$ cat src/rtl/seg_pkg.sv
package seg_pkg;
  localparam int SEG_LEN_MAX = 16;
  localparam int SEG_CMD_W   = $clog2(SEG_LEN_MAX + 1);

  typedef enum logic [1:0] {ST_IDLE, ST_WAIT, ST_ISSUE} seg_state_e;

  function automatic logic [SEG_CMD_W-1:0] burst_decode(input logic [1:0] sel);
    case (sel)
      2'd0:    return SEG_CMD_W'(1);
      2'd1:    return SEG_CMD_W'(4);
      2'd2:    return SEG_CMD_W'(8);
      default: return SEG_CMD_W'(16);
    endcase
  endfunction

  function automatic logic [SEG_CMD_W-1:0] chunk_decode(input logic [2:0] sel);
    if (sel >= 3'd4) return SEG_CMD_W'(16);
    return SEG_CMD_W'(1) << sel;
  endfunction
endpackage

$ cat src/rtl/seg_edge_det.sv
module seg_edge_det (
  input  logic clk_i,
  input  logic rst_ni,
  input  logic lvl_i,
  output logic rise_o
);
  logic lvl_q;

  always_ff @(posedge clk_i or negedge rst_ni) begin
    if (!rst_ni) lvl_q <= 1'b0;
    else         lvl_q <= lvl_i;
  end

  assign rise_o = lvl_i & ~lvl_q;

  // a level held high yields a single rise
  p_single_rise_r9: assert property (@(posedge clk_i) disable iff (!rst_ni)
    rise_o |=> !rise_o);
endmodule

$ cat src/rtl/seg_len_pick.sv
module seg_len_pick #(
  parameter int LEN_W = 16,
  parameter int CMD_W = 5
) (
  input  logic [CMD_W-1:0] lim_i,
  input  logic [LEN_W-1:0] rem_i,
  output logic [CMD_W-1:0] len_o
);
  always_comb begin
    if (LEN_W'(lim_i) < rem_i) len_o = lim_i;
    else                       len_o = rem_i[CMD_W-1:0];
  end
endmodule

$ cat src/rtl/burst_chunk_seg.sv
module burst_chunk_seg
  import seg_pkg::*;
#(
  parameter int LEN_W = 16
) (
  input  logic                 clk_i,
  input  logic                 rst_ni,
  input  logic                 start_i,
  input  logic [LEN_W-1:0]     ublk_len_i,
  input  logic [1:0]           burst_sel_i,
  input  logic [2:0]           chunk_sel_i,
  input  logic                 hw_sync_i,
  input  logic                 periph_req_i,
  input  logic                 cmd_ready_i,
  output logic                 cmd_valid_o,
  output logic [SEG_CMD_W-1:0] cmd_len_o,
  output logic                 cmd_eoc_o,
  output logic                 cmd_eom_o,
  output logic                 busy_o
);
  localparam int CMD_W = SEG_CMD_W;

  seg_state_e       state_q;
  logic [LEN_W-1:0] rem_ublk_q;
  logic [CMD_W-1:0] rem_chunk_q, bmax_q, cmax_q;
  logic             hw_q;

  logic             req_rise, fire, accept;
  logic [CMD_W-1:0] blen, chunk_len;
  logic [LEN_W-1:0] burst_src;

  seg_edge_det u_edge (
    .clk_i  (clk_i),
    .rst_ni (rst_ni),
    .lvl_i  (periph_req_i),
    .rise_o (req_rise)
  );

  assign burst_src = hw_q ? LEN_W'(rem_chunk_q) : rem_ublk_q;

  seg_len_pick #(.LEN_W(LEN_W), .CMD_W(CMD_W)) u_burst_pick (
    .lim_i (bmax_q),
    .rem_i (burst_src),
    .len_o (blen)
  );

  seg_len_pick #(.LEN_W(LEN_W), .CMD_W(CMD_W)) u_chunk_pick (
    .lim_i (cmax_q),
    .rem_i (rem_ublk_q),
    .len_o (chunk_len)
  );

  assign accept      = (state_q == ST_IDLE) && start_i && (ublk_len_i != '0);
  assign cmd_valid_o = (state_q == ST_ISSUE);
  assign cmd_len_o   = blen;
  assign cmd_eom_o   = cmd_valid_o && (LEN_W'(blen) == rem_ublk_q);
  assign cmd_eoc_o   = cmd_valid_o && hw_q && (blen == rem_chunk_q);
  assign fire        = cmd_valid_o && cmd_ready_i;
  assign busy_o      = (state_q != ST_IDLE);

  always_ff @(posedge clk_i or negedge rst_ni) begin
    if (!rst_ni) begin
      state_q     <= ST_IDLE;
      rem_ublk_q  <= '0;
      rem_chunk_q <= '0;
      bmax_q      <= CMD_W'(1);
      cmax_q      <= CMD_W'(1);
      hw_q        <= 1'b0;
    end else begin
      unique case (state_q)
        ST_IDLE: if (accept) begin
          rem_ublk_q <= ublk_len_i;
          bmax_q     <= burst_decode(burst_sel_i);
          cmax_q     <= chunk_decode(chunk_sel_i);
          hw_q       <= hw_sync_i;
          state_q    <= hw_sync_i ? ST_WAIT : ST_ISSUE;
        end
        ST_WAIT: if (req_rise) begin
          rem_chunk_q <= chunk_len;
          state_q     <= ST_ISSUE;
        end
        ST_ISSUE: if (fire) begin
          rem_ublk_q  <= rem_ublk_q - LEN_W'(blen);
          rem_chunk_q <= rem_chunk_q - blen;
          if (cmd_eom_o)      state_q <= ST_IDLE;
          else if (cmd_eoc_o) state_q <= ST_WAIT;
        end
        default: state_q <= ST_IDLE;
      endcase
    end
  end

  p_len_bound_r4: assert property (@(posedge clk_i) disable iff (!rst_ni)
    cmd_valid_o |-> (cmd_len_o != '0) && (cmd_len_o <= bmax_q));

  p_hold_r11: assert property (@(posedge clk_i) disable iff (!rst_ni)
    cmd_valid_o && !cmd_ready_i |=> cmd_valid_o && $stable(cmd_len_o)
                                    && $stable(cmd_eom_o) && $stable(cmd_eoc_o));

  p_idle_after_eom_r10: assert property (@(posedge clk_i) disable iff (!rst_ni)
    fire && cmd_eom_o |=> !busy_o);

  p_wait_after_eoc_r7: assert property (@(posedge clk_i) disable iff (!rst_ni)
    fire && cmd_eoc_o && !cmd_eom_o |=> !cmd_valid_o && busy_o);

  p_no_eoc_self_r7: assert property (@(posedge clk_i) disable iff (!rst_ni)
    cmd_valid_o && !hw_q |-> !cmd_eoc_o);

  p_self_first_r3: assert property (@(posedge clk_i) disable iff (!rst_ni)
    !busy_o && start_i && (ublk_len_i != '0) && !hw_sync_i |=> cmd_valid_o);

  p_zero_ignored_r2: assert property (@(posedge clk_i) disable iff (!rst_ni)
    !busy_o && (!start_i || ublk_len_i == '0) |=> !busy_o);
endmodule

$ cat config.mk
export PLATFORM = sky130hd
export DESIGN_NAME = burst_chunk_seg
export DESIGN_NICKNAME = d
export VERILOG_FILES = /design/src/rtl/seg_pkg.sv /design/src/rtl/seg_edge_det.sv /design/src/rtl/seg_len_pick.sv /design/src/rtl/burst_chunk_seg.sv
export SDC_FILE = /design/constraint.sdc
export NUM_CORES = 1
export LEC_CHECK = 0
export ABC_AREA = 1
export CORE_ASPECT_RATIO = 2
export CORE_MARGIN = 4
export CORE_UTILIZATION = 60
export CTS_CLUSTER_DIAMETER = 100
export DETAILED_ROUTE_END_ITERATION = 6
export DONT_BUFFER_PORTS = 1
export GPL_TIMING_DRIVEN = 0
export PLACE_DENSITY = 0.79
export SLEW_MARGIN = 10
export SYNTH_ARGS = -nofsm -noshare
export SYNTH_HDL_FRONTEND = slang
export SYNTH_SLANG_ARGS = --single-unit
export TNS_END_PERCENT = 100
$ cat constraint.sdc
create_clock -name clk_i -period 5.6 [get_ports clk_i]
set_input_delay 1.68 -clock clk_i [delete_from_list [all_inputs] [get_ports clk_i]]
set_output_delay 1.68 -clock clk_i [all_outputs]
set_load 0.005 [all_outputs]
### Word level (Yosys, flattened, before mapping)

Cells that the tools add are included.

| storage, ports and cells | value |
|---|---|
| bits in registers | 35 |
| input bits | 27 |
| output and inout bits | 9 |
| logic and storage cells | 63 |

| operators by class | value |
|---|---|
| $add $sub $neg | 2 |
| order comparisons | 3 |
| equal/unequal tests | 10 |
| shifts and indexed selects | 1 |
| mux-type cells | 22 |
| bitwise logic cells | 2 |
| reductions and logical operators | 16 |

Operators with widths:

| operator | number |
|---|---|
| $mux W16 | 3 |
| $lt A5 B16 Y1 | 2 |
| $pmux W16 S2 | 1 |
| $mux W5 | 6 |
| $eq A5 B16 Y1 | 1 |
| $reduce_bool A16 Y1 | 1 |
| $sub A16 B5 Y16 | 1 |
| $pmux W5 S3 | 1 |
| $mux W2 | 6 |
| $pmux W5 S2 | 1 |
| $logic_and A1 B1 Y1 | 6 |
| $pmux W2 S3 | 1 |
| $reduce_and A3 Y1 | 2 |
| $reduce_bool A2 Y1 | 3 |
| $eq A5 B5 Y1 | 1 |
| $shl A1 B3 Y5 const A | 1 |
| $sub A5 B5 Y5 | 1 |
| $eq A2 B1 Y1 const B | 2 |
| $eq A2 B2 Y1 const B | 2 |
| $logic_not A2 Y1 | 2 |
| $ne A2 B2 Y1 const B | 2 |
| $reduce_and A4 Y1 | 1 |
| $ge A3 B3 Y1 const B | 1 |
| $mux W1 | 3 |
| 5 further kinds | 5 |

### Depth between registers and ports, before layout

Gate-level depths: netlist (run 1).

| depth | value |
|---|---|
| depth in word-level cells | 9 |
| mapped depth | 27 |
| gate-level depth less buffers | 26 |

### By module

From an unflattened synthesis (run 1), not the netlist that was laid out.

| second synthesis, totals | value |
|---|---|
| cells, all modules | 496 |
| area, all modules | 3129.3 um^2 |

By module, submodules not included:

| module | times used | cells each | area each (um^2) | seq. area each (um^2) |
|---|---|---|---|---|
| burst_chunk_seg | 1 | 403 | 2603.7 | 828.3 |
| seg_len_pick | 2 | 45 | 245.2 | 0.0 |
| seg_edge_det | 1 | 3 | 35.0 | 25.0 |

### Worst setup path before layout (run 1)

OpenSTA, ideal clock, no wires.

| timing path | value |
|---|---|
| path type | register -> output |
| from | register hw_q |
| to | output port cmd_eom_o |
| data arrival time | 2.667 ns |
| data required time | 3.920 ns |
| path slack | 1.253 ns |
| cell stages (with the launch flop) | 21 |
| cell sequence | dfrtp_1 > buf_6 > inv_4 > or2_1 > o21ai_0 > ha_1 > nand2_1 > nor2_2 > nand2_1 > nand2_1 > nand2_2 > nand2_4 > nand2_4 > inv_4 > nand2_2 > o21ai_4 > ha_1 > inv_1 > nor2_8 > nand3_1 > nor2_1 |

| on the way | value |
|---|---|
| cells in the longest elaborated chain, start to end | 5 |

Ends and longest elaborated chain:

| what | RTL line | RTL |
|---|---|---|
| start: declaration | burst_chunk_seg.sv:26 | `logic hw_q;` |
| start signal: assignment | burst_chunk_seg.sv:75 | `hw_q <= hw_sync_i;` |
| $mux W16 (*) | burst_chunk_seg.sv:39 | `assign burst_src = hw_q ? LEN_W'(rem_chunk_q) : rem_ublk_q;` |
| $lt A5 B16 Y1 | seg_len_pick.sv:10 | `if (LEN_W'(lim_i) < rem_i) len_o = lim_i;` |
| $mux W5 (*) | seg_len_pick.sv:10 |  |
| $eq A5 B16 Y1 (*) | burst_chunk_seg.sv:56 | `assign cmd_eom_o = cmd_valid_o && (LEN_W'(blen) == rem_ublk_q);` |
| $logic_and A1 B1 Y1 (*) | burst_chunk_seg.sv:56 |  |
| end: declaration | burst_chunk_seg.sv:18 | `output logic cmd_eom_o,` |

Mark *: on every way between the ends. The rest lies on a longest branch, timed or not.

### Worst setup path in the final report (run 1)

| timing path | value |
|---|---|
| from | register hw_q |
| to | output port cmd_eom_o |

| on the way | value |
|---|---|
| cells in the longest elaborated chain, start to end | 5 |

Ends and longest elaborated chain:

| what | RTL line | RTL |
|---|---|---|
| $mux W16 (*) | burst_chunk_seg.sv:39 |  |
| $lt A5 B16 Y1 | seg_len_pick.sv:10 |  |
| $mux W5 (*) | seg_len_pick.sv:10 |  |
| net cmd_len_o[0] | burst_chunk_seg.sv:16 | `output logic [SEG_CMD_W-1:0] cmd_len_o,` |
| $eq A5 B16 Y1 (*) | burst_chunk_seg.sv:56 |  |
| $logic_and A1 B1 Y1 (*) | burst_chunk_seg.sv:56 |  |

The timed path passes the listed nets; every way through them passes the cells marked *.

==> flow_summary.json, run 1 <==
{
  "outcome": "finished, final reports clean",
  "worst-r2r-setup-slack_ns": 1.74,
  "cts-hold-fix-buffers": 0,
  "timing.critical_path.cells": "buf_6 -> inv_4 -> or2_1 -> o21ai_0 -> ha_1 -> nand2_1 -> nor2_2 -> nand2_1 -> nand2_1 -> nand2_2 -> nand2_4 -> nand2_4 -> inv_4 -> o21ai_0 -> ha_1 -> and3_1 -> nand3_1 -> nor2_1",
  "drtIter0Drc": 94,
  "groute.usage.overall_pct": 28.06,
  "sequential_fraction_of_the_synthesis_area_pct": 29.28,
  "grt_setup_unrepaired": "false",
  "route.detailed.wl_per_inst_um": 17.18,
  "synthesis.nets": 447,
  "clock-root-buffer": "sky130_fd_sc_hd__clkbuf_8",
  "rr_endpoint": "rem_chunk_q[4]",
  "postRouteWirelength_um": 8023,
  "crit_path_top_delay_cell": "sky130_fd_sc_hd__o21ai_0",
  "route.vias.total": 2766,
  "yosys_warnings": 0,
  "fmax_mhz": 196.4,
  "post_synthesis_average_cell_area_um2": 7.213,
  "slew_violations": 0,
  "grt-ovfl-total": 0,
  "yosys-top-cells-count": "82 x sky130_fd_sc_hd__nand2_1, 54 x sky130_fd_sc_hd__inv_1, 42 x sky130_fd_sc_hd__nor2_1",
  "synth.top_cells.by_area": "sky130_fd_sc_hd__dfrtp_1 27%, sky130_fd_sc_hd__nand2_1 11%, sky130_fd_sc_hd__inv_1 7.0%",
  "final_nets": 454,
  "fin_crit_sh_pct": 90.91,
  "max-vdd-ir-drop_mv": 0.4209,
  "timing.final.hold_violations": 0,
  "drt-vias-per-instance": 5.923,
  "syn2layout_area_growth_pct": 6.269,
  "die_h_um": 106.6,
  "tritoncts_clock_tree": "built",
  "fin_tns_setup_ns": 0,
  "timing_worst_setup_path_type": "reg -> out",
  "endpoint": "cmd_eom_o",
  "rows": 35,
  "final-instance-count-excl-fill": 467,
  "cts-resized-gates": 0,
  "synth_cells": 404,
  "detail-route-antenna-nets": 0,
  "port_buffers": 0,
  "post_synth_top_area_share_pct": 27.48,
  "remaining_design_rule_violation_count": 0,
  "worst_hold_path_type": "reg -> reg",
  "crit_path_start": "hw_q",
  "critical_path.reg2reg.startpoint": "hw_q",
  "firstDrtPassIters": 4,
  "slew-limit-headroom_pct": 56.04,
  "synth_area_um2": 2914,
  "dpl_worst_slack_ns": 0.8037,
  "drv.max_cap_violation_count": 0,
  "cp.arrival_ns": 3.41,
  "worstSetupEndpointType": "output pin",
  "post-cts-setup-buffer-count": 0,
  "cts-root-to-sink-buffers": 2,
  "synth_top_flop_cell": "sky130_fd_sc_hd__dfrtp_1",
  "insertion_delay_ns": 0.30,
  "grt_max_degree": 35,
  "timing.critical_path.fanout_max": 9,
  "worst_pin_slew_ns": 0.6595,
  "final.min_clock_period_ns": 5.091,
  "most_common_cell_type_on_the_critical_path": "sky130_fd_sc_hd__nand2_1",
  "r2r.worst_path.cells": 21,
  "synth-edff-count": 0,
  "skew_ns": 0.005223,
  "final_critical_path_setup_slack_ns": 0.5089,
  "first_pass_grt_wire_length_um": 13020,
  "placedCellCount": 459,
  "dieWidth_um": 57.28,
  "synthArstFlopShare_pct": 100.0,
  "cts_made_buffers": 5,
  "critPathRequiredTime_ns": 3.92,
  "cp_slowest_stage_delay_ns": 0.48,
  "tritoncts_num_sinks": 34,
  "first_global_vias": 2861,
  "antennaDiodeCount": 0,
  "ys_seq_elements": 34,
  "synth.most_common_cell": "sky130_fd_sc_hd__nand2_1",
  "powerDensity_nw_per_um2": 640.8,
  "yosys.cell_types.count": 51,
  "cts-htree-levels": 2,
  "library_cell_with_the_largest_summed_area_after_synthesis": "sky130_fd_sc_hd__dfrtp_1",
  "dpl.hpwl_um": 6458,
  "design.die.area_um2": 6103,
  "antenna_found_initial": 0,
  "design.core.area_um2": 4642,
  "clock_edge_transition_at_the_registers_on_the_reported_setup_and_hold_paths_ns": 0.08,
  "routabilityCongestion": 0.9422,
  "report.final.setup_viol": 0,
  "initial_core_util_pct": 62.78,
  "final_layout_size_suffix_gt1_share_pct": 14.32,
  "p_leak_uw": 0.001566,
  "i_o_pins": 36,
  "start_kind": "register"
}
power breakdown:
group | total, uW | internal [uW] | switching (uW)
Combinational | 1290 | 464 | 830
Sequential | 453 | 354 | 98.8
Clock | 238 | 133 | 105
per-layer routing:
| layer | global-route usage (%) | up-vias | wire [um] |
|---|---|---|---|
| li1 | - | 1350 | - |
| met1 | 27.10 | 1270 | 2671 |
| met2 | 52.13 | 107 | 4381 |
| met3 | 4.010 | 39 | 372 |
| met4 | 19.07 | 0 | 597 |
| met5 | 0 | - | 0 |
placed cells by master, fill, tap and decap left out, types with 4 or more instances in the layout:
master,Yosys,final
sky130_fd_sc_hd__o211ai_1,4,4
sky130_fd_sc_hd__nor2_1,42,42
sky130_fd_sc_hd__nand2_4,4,4
sky130_fd_sc_hd__nor3_1,4,4
sky130_fd_sc_hd__ha_1,14,14
sky130_fd_sc_hd__o21ai_0,29,29
sky130_fd_sc_hd__clkbuf_1,5,5
sky130_fd_sc_hd__nand2_2,11,11
sky130_fd_sc_hd__nor4_1,6,6
sky130_fd_sc_hd__nand4_1,6,6
sky130_fd_sc_hd__a21oi_1,10,10
sky130_fd_sc_hd__nand3_1,30,30
sky130_fd_sc_hd__clkbuf_8,0,5
sky130_fd_sc_hd__dfrtp_1,32,32
sky130_fd_sc_hd__nand3_2,9,9
sky130_fd_sc_hd__o21ai_1,4,4
sky130_fd_sc_hd__inv_1,54,54
sky130_fd_sc_hd__nand2_1,82,82
critical path: cells and delay by family, from the launching register on:
family          cells  cell delay (ns)
simple gates       11             1.14
fa+ha+maj           2             0.70
compound gates      2             0.67
flops               1             0.35
buf+inv             3             0.27
flip-flops by register name, indices dropped and copies added, names as in the netlist:
| register | count |
|---|---|
| bmax_q | 4 |
| cmax_q | 5 |
| hw_q | 1 |
| rem_chunk_q | 5 |
| rem_ublk_q | 16 |
| state_q | 2 |
| u_edge.lvl_q | 1 |
through the flow:
stage / hold slack (ns) / area [um2] / total power [uW] / util, %
after floorplan: 0.4654 / 2914 / 1458 / -
after global placement: 0.4840 / 2983 / 1701 / 64.26
after detailed placement: 0.4902 / 2983 / 1736 / 64.26
after CTS: 0.5098 / 3097 / 1983 / 66.71
after global routing: 0.5383 / 3097 / 2162 / 66.71
final: 0.5115 / 3097 / 1984 / 66.71
layout make-up:
class / instances / area [um2]
well taps: 55 / 68.82
clock buffers: 5 / 68.82
inverters: 59 / 226.5
fillers: 435 / 1545
multi-input cells: 300 / 1782
flip-flops and latches: 34 / 853.3
clock inverters: 3 / 45.04
plain buffers: 11 / 52.55
logic make-up (layout without fill, tap and decap cells):
kind of cell / count (synthesis) / count (layout) / share of synthesized area (%)
XOR/XNOR: 3 / 3 / 1.160
AND/OR/NAND/NOR: 209 / 209 / 36.63
AO/OA/AOI/OAI: 72 / 72 / 15.97
flip-flops: 34 / 34 / 29.28
buffers and inverters: 70 / 78 / 9.575
adder cells (fa/ha/maj): 16 / 16 / 7.385
worst min-delay path by stage:
stage                   startpoint        endpoint  slack (ns)  depth (start not counted)
floorplan                cmax_q[0]       cmax_q[0]        0.47                          2
global placement    rem_ublk_q[15]  rem_ublk_q[15]        0.48                          2
detailed placement  rem_ublk_q[15]  rem_ublk_q[15]        0.49                          2
CTS                 rem_ublk_q[15]  rem_ublk_q[15]        0.51                          2
global route             cmax_q[0]       cmax_q[0]        0.54                          2
finish                   cmax_q[0]       cmax_q[0]        0.51                          2
No activity file was read; power rests on OpenSTA's default activity.
==> inputs of run 2 (changes only) <==
- CORE_UTILIZATION: 60 -> 55
- PLACE_DENSITY: 0.79 -> 0.73
- SYNTH_HIERARCHICAL: default -> 1
==> run 2 against run 1 <==
Sequential share of layout area is 1.7 points lower. Clock power is 16% lower. First-iteration DRC count is 100% higher. Critical path type unchanged. Critical endpoint unchanged. Cell area is 6.7% higher. Power is 15% higher. Sequential power is 22% higher. Critical path depth is 3 higher. Wire length is 14% higher. Highest routed layer unchanged. Utilization is 6.3 points lower. Clock skew is 0.010 ns higher. Maximum frequency is 0.76% lower. Cell count is 21% higher.
==> flow_summary.json, run 2 <==
{
  "skew_ns": 0.01556,
  "mostFrequentLayoutCells": "161 x sky130_fd_sc_hd__nand2_1, 70 x sky130_fd_sc_hd__nor2_1, 61 x sky130_fd_sc_hd__inv_1",
  "grt_max_degree": 35,
  "worst_pin_slew_ns": 0.5165,
  "routabilityCongestion": 0.9548,
  "powerDensity_nw_per_um2": 691.0,
  "final.min_clock_period_ns": 5.130,
  "yosys_warnings": 6,
  "dpl.hpwl_um": 7405,
  "first_global_vias": 3202,
  "slew-limit-headroom_pct": 65.31,
  "die_h_um": 114.7,
  "slew_violations": 0,
  "drtIter0Drc": 190,
  "crit_path_start": "hw_q",
  "design.die.area_um2": 7033,
  "cp.arrival_ns": 3.45,
  "initial_core_util_pct": 57.23,
  "cts-htree-levels": 2,
  "first_pass_grt_wire_length_um": 15140,
  "layout.cells.most_common": "sky130_fd_sc_hd__nand2_1",
  "timing.critical_path.fanout_max": 10,
  "max-vdd-ir-drop_mv": 0.4912,
  "yosys.cell_types.count": 42,
  "synth_cells": 496,
  "library_cell_with_the_largest_summed_area_after_synthesis": "sky130_fd_sc_hd__dfrtp_1",
  "synthArstFlopShare_pct": 100.0,
  "report.final.setup_viol": 0,
  "cts-hold-fix-buffers": 0,
  "fin_crit_sh_pct": 91.61,
  "tritoncts_num_sinks": 34,
  "timing_worst_setup_path_type": "reg -> out",
  "timing.final.hold_violations": 0,
  "grt_setup_unrepaired": "false",
  "dieWidth_um": 61.34,
  "firstDrtPassIters": 4,
  "worstSetupEndpointType": "output pin",
  "reg.largest.list": "rem_ublk_q (16), cmax_q (5), rem_chunk_q (5)",
  "synth_area_um2": 3129,
  "sequential_fraction_of_the_synthesis_area_pct": 27.27,
  "remaining_design_rule_violation_count": 0,
  "ys_seq_elements": 34,
  "outcome": "finished, final reports clean",
  "insertion_delay_ns": 0.31,
  "regMostFlops": "rem_ublk_q",
  "fin_hold_ws_ns": 0.4951,
  "synth_top_flop_cell": "sky130_fd_sc_hd__dfrtp_1",
  "detail-route-antenna-nets": 0,
  "fin_tns_setup_ns": 0,
  "design.core.area_um2": 5468,
  "largest_reg_flops": 16,
  "p_leak_uw": 0.001767,
  "synth-edff-count": 0,
  "finalCoreUtilization_pct": 60.43,
  "route.detailed.wl_per_inst_um": 16.17,
  "i_o_pins": 36,
  "antenna_found_initial": 0,
  "synth.top_cells.by_area": "sky130_fd_sc_hd__dfrtp_1 26%, sky130_fd_sc_hd__nand2_1 19%, sky130_fd_sc_hd__nor2_1 8.4%",
  "cts_made_buffers": 5,
  "antennaDiodeCount": 0,
  "postRouteWirelength_um": 9134,
  "tritoncts_clock_tree": "built",
  "start_kind": "register",
  "critical_path.reg2reg.startpoint": "hw_q",
  "clock-root-buffer": "sky130_fd_sc_hd__clkbuf_8",
  "post_synthesis_average_cell_area_um2": 6.309,
  "min_from": "cmax_q[0]",
  "n_fill_cell": 567,
  "critPathRequiredTime_ns": 3.92,
  "rows": 38,
  "synth.most_common_cell": "sky130_fd_sc_hd__nand2_1",
  "clock_edge_transition_at_the_registers_on_the_reported_setup_and_hold_paths_ns": 0.07,
  "syn2layout_area_growth_pct": 5.598,
  "cts-root-to-sink-buffers": 2,
  "worst_hold_path_type": "reg -> reg",
  "final_nets": 550,
  "route.vias.total": 3159,
  "fmax_mhz": 194.9,
  "final_layout_size_suffix_gt1_share_pct": 8.713,
  "drv.max_cap_violation_count": 0,
  "yosys-top-cells-count": "161 x sky130_fd_sc_hd__nand2_1, 70 x sky130_fd_sc_hd__nor2_1, 61 x sky130_fd_sc_hd__inv_1",
  "grt-ovfl-total": 0,
  "groute.usage.overall_pct": 29.36,
  "drt-vias-per-instance": 5.591,
  "post_synth_top_area_share_pct": 25.59,
  "port_buffers": 0
}
-- run 2: path summary, 6_finish.rpt --
| path | end | slack (ns) | cells after the start |
|---|---|---|---|
| max | cmd_eom_o | 0.47 | 21 |
| max in group asynchronous | cmax_q[0] | 4.35 | 0 |
| min in group asynchronous | rem_ublk_q[4] | 1.06 | 0 |
| max reg2reg | rem_ublk_q[9] | 2.00 | 23 |
| min reg2reg | cmax_q[0] | 0.50 | 2 |
| min | cmax_q[0] | 0.50 | 2 |
-- run 2: per-layer routing --
metal | part of all wire (%) | up-vias | track usage (%)
li1 | - | 1591 | -
met2 | 52 | 104 | 50.21
met4 | 7.1 | 0 | 19.83
met5 | 0 | - | 0
met1 | 34 | 1424 | 30.74
met3 | 6.1 | 40 | 5.418
-- run 2: layout make-up --
| type | instances | area [um2] | share of cell area [%] |
|---|---|---|---|
| Buffer | 12 | 80.08 | 2.423 |
| Multi-Input combinational cell | 388 | 1964 | 59.45 |
| Clock buffer | 6 | 82.58 | 2.499 |
| Inverter | 63 | 236.5 | 7.156 |
| Tap cell | 60 | 75.07 | 2.272 |
| Sequential cell | 34 | 853.3 | 25.82 |
| Clock inverter | 2 | 12.51 | 0.3786 |
-- run 2: timing repair --
action | 4_1_cts | 5_1_grt
endpoints found under the setup margin | 0 | 1
resized for setup | 0 | 2
buffers inserted | 0 | 0
-- run 2: cell families after synthesis --
kind of cell | count (synthesis) | synth area share [%]
simple gates | 315 | 44.62
other cells | 1 | 0.1198
fa+ha+maj | 19 | 8.077
xor+xnor | 2 | 0.5599
buf+inv | 75 | 10.08
flops | 34 | 27.27
compound gates | 49 | 8.917
mux | 1 | 0.3598
-- run 2: where the power goes --
group	switching (uW)	internal, uW
combinational	986	545
sequential	183	370
clock	99.8	98.9
-- run 2: stage by stage --
step           area (um2)  total power, uW  setup WS [ns]  instances
5_1_grt              3304             2545        0.08598        565
4_1_cts              3303             2278         0.2641        565
6_report             3304             2283         0.4700        565
3_5_place_dp         3208             2074         0.6027        557
3_3_place_gp         3208             2047         0.6119        557
2_1_floorplan        3133             1679          1.373        497
-- run 2: critical path, stage by stage, from the launching register on --
cell	delay, ns
sky130_fd_sc_hd__dfrtp_1	0.48
sky130_fd_sc_hd__clkbuf_2	0.26
sky130_fd_sc_hd__o21ai_0	0.26
sky130_fd_sc_hd__inv_1	0.07
sky130_fd_sc_hd__ha_1	0.27
sky130_fd_sc_hd__nand2_1	0.06
sky130_fd_sc_hd__nand2_1	0.05
sky130_fd_sc_hd__nand2_1	0.05
sky130_fd_sc_hd__nand2_1	0.05
sky130_fd_sc_hd__nand2_1	0.05
sky130_fd_sc_hd__nand2_1	0.16
sky130_fd_sc_hd__nand2_4	0.14
sky130_fd_sc_hd__nand2_1	0.05
sky130_fd_sc_hd__nand2_1	0.11
sky130_fd_sc_hd__inv_1	0.10
sky130_fd_sc_hd__ha_1	0.38
sky130_fd_sc_hd__inv_1	0.06
sky130_fd_sc_hd__nor2_1	0.08
sky130_fd_sc_hd__nand2_1	0.06
sky130_fd_sc_hd__nor2_1	0.08
sky130_fd_sc_hd__nand2_1	0.12
sky130_fd_sc_hd__nor2_1	0.18
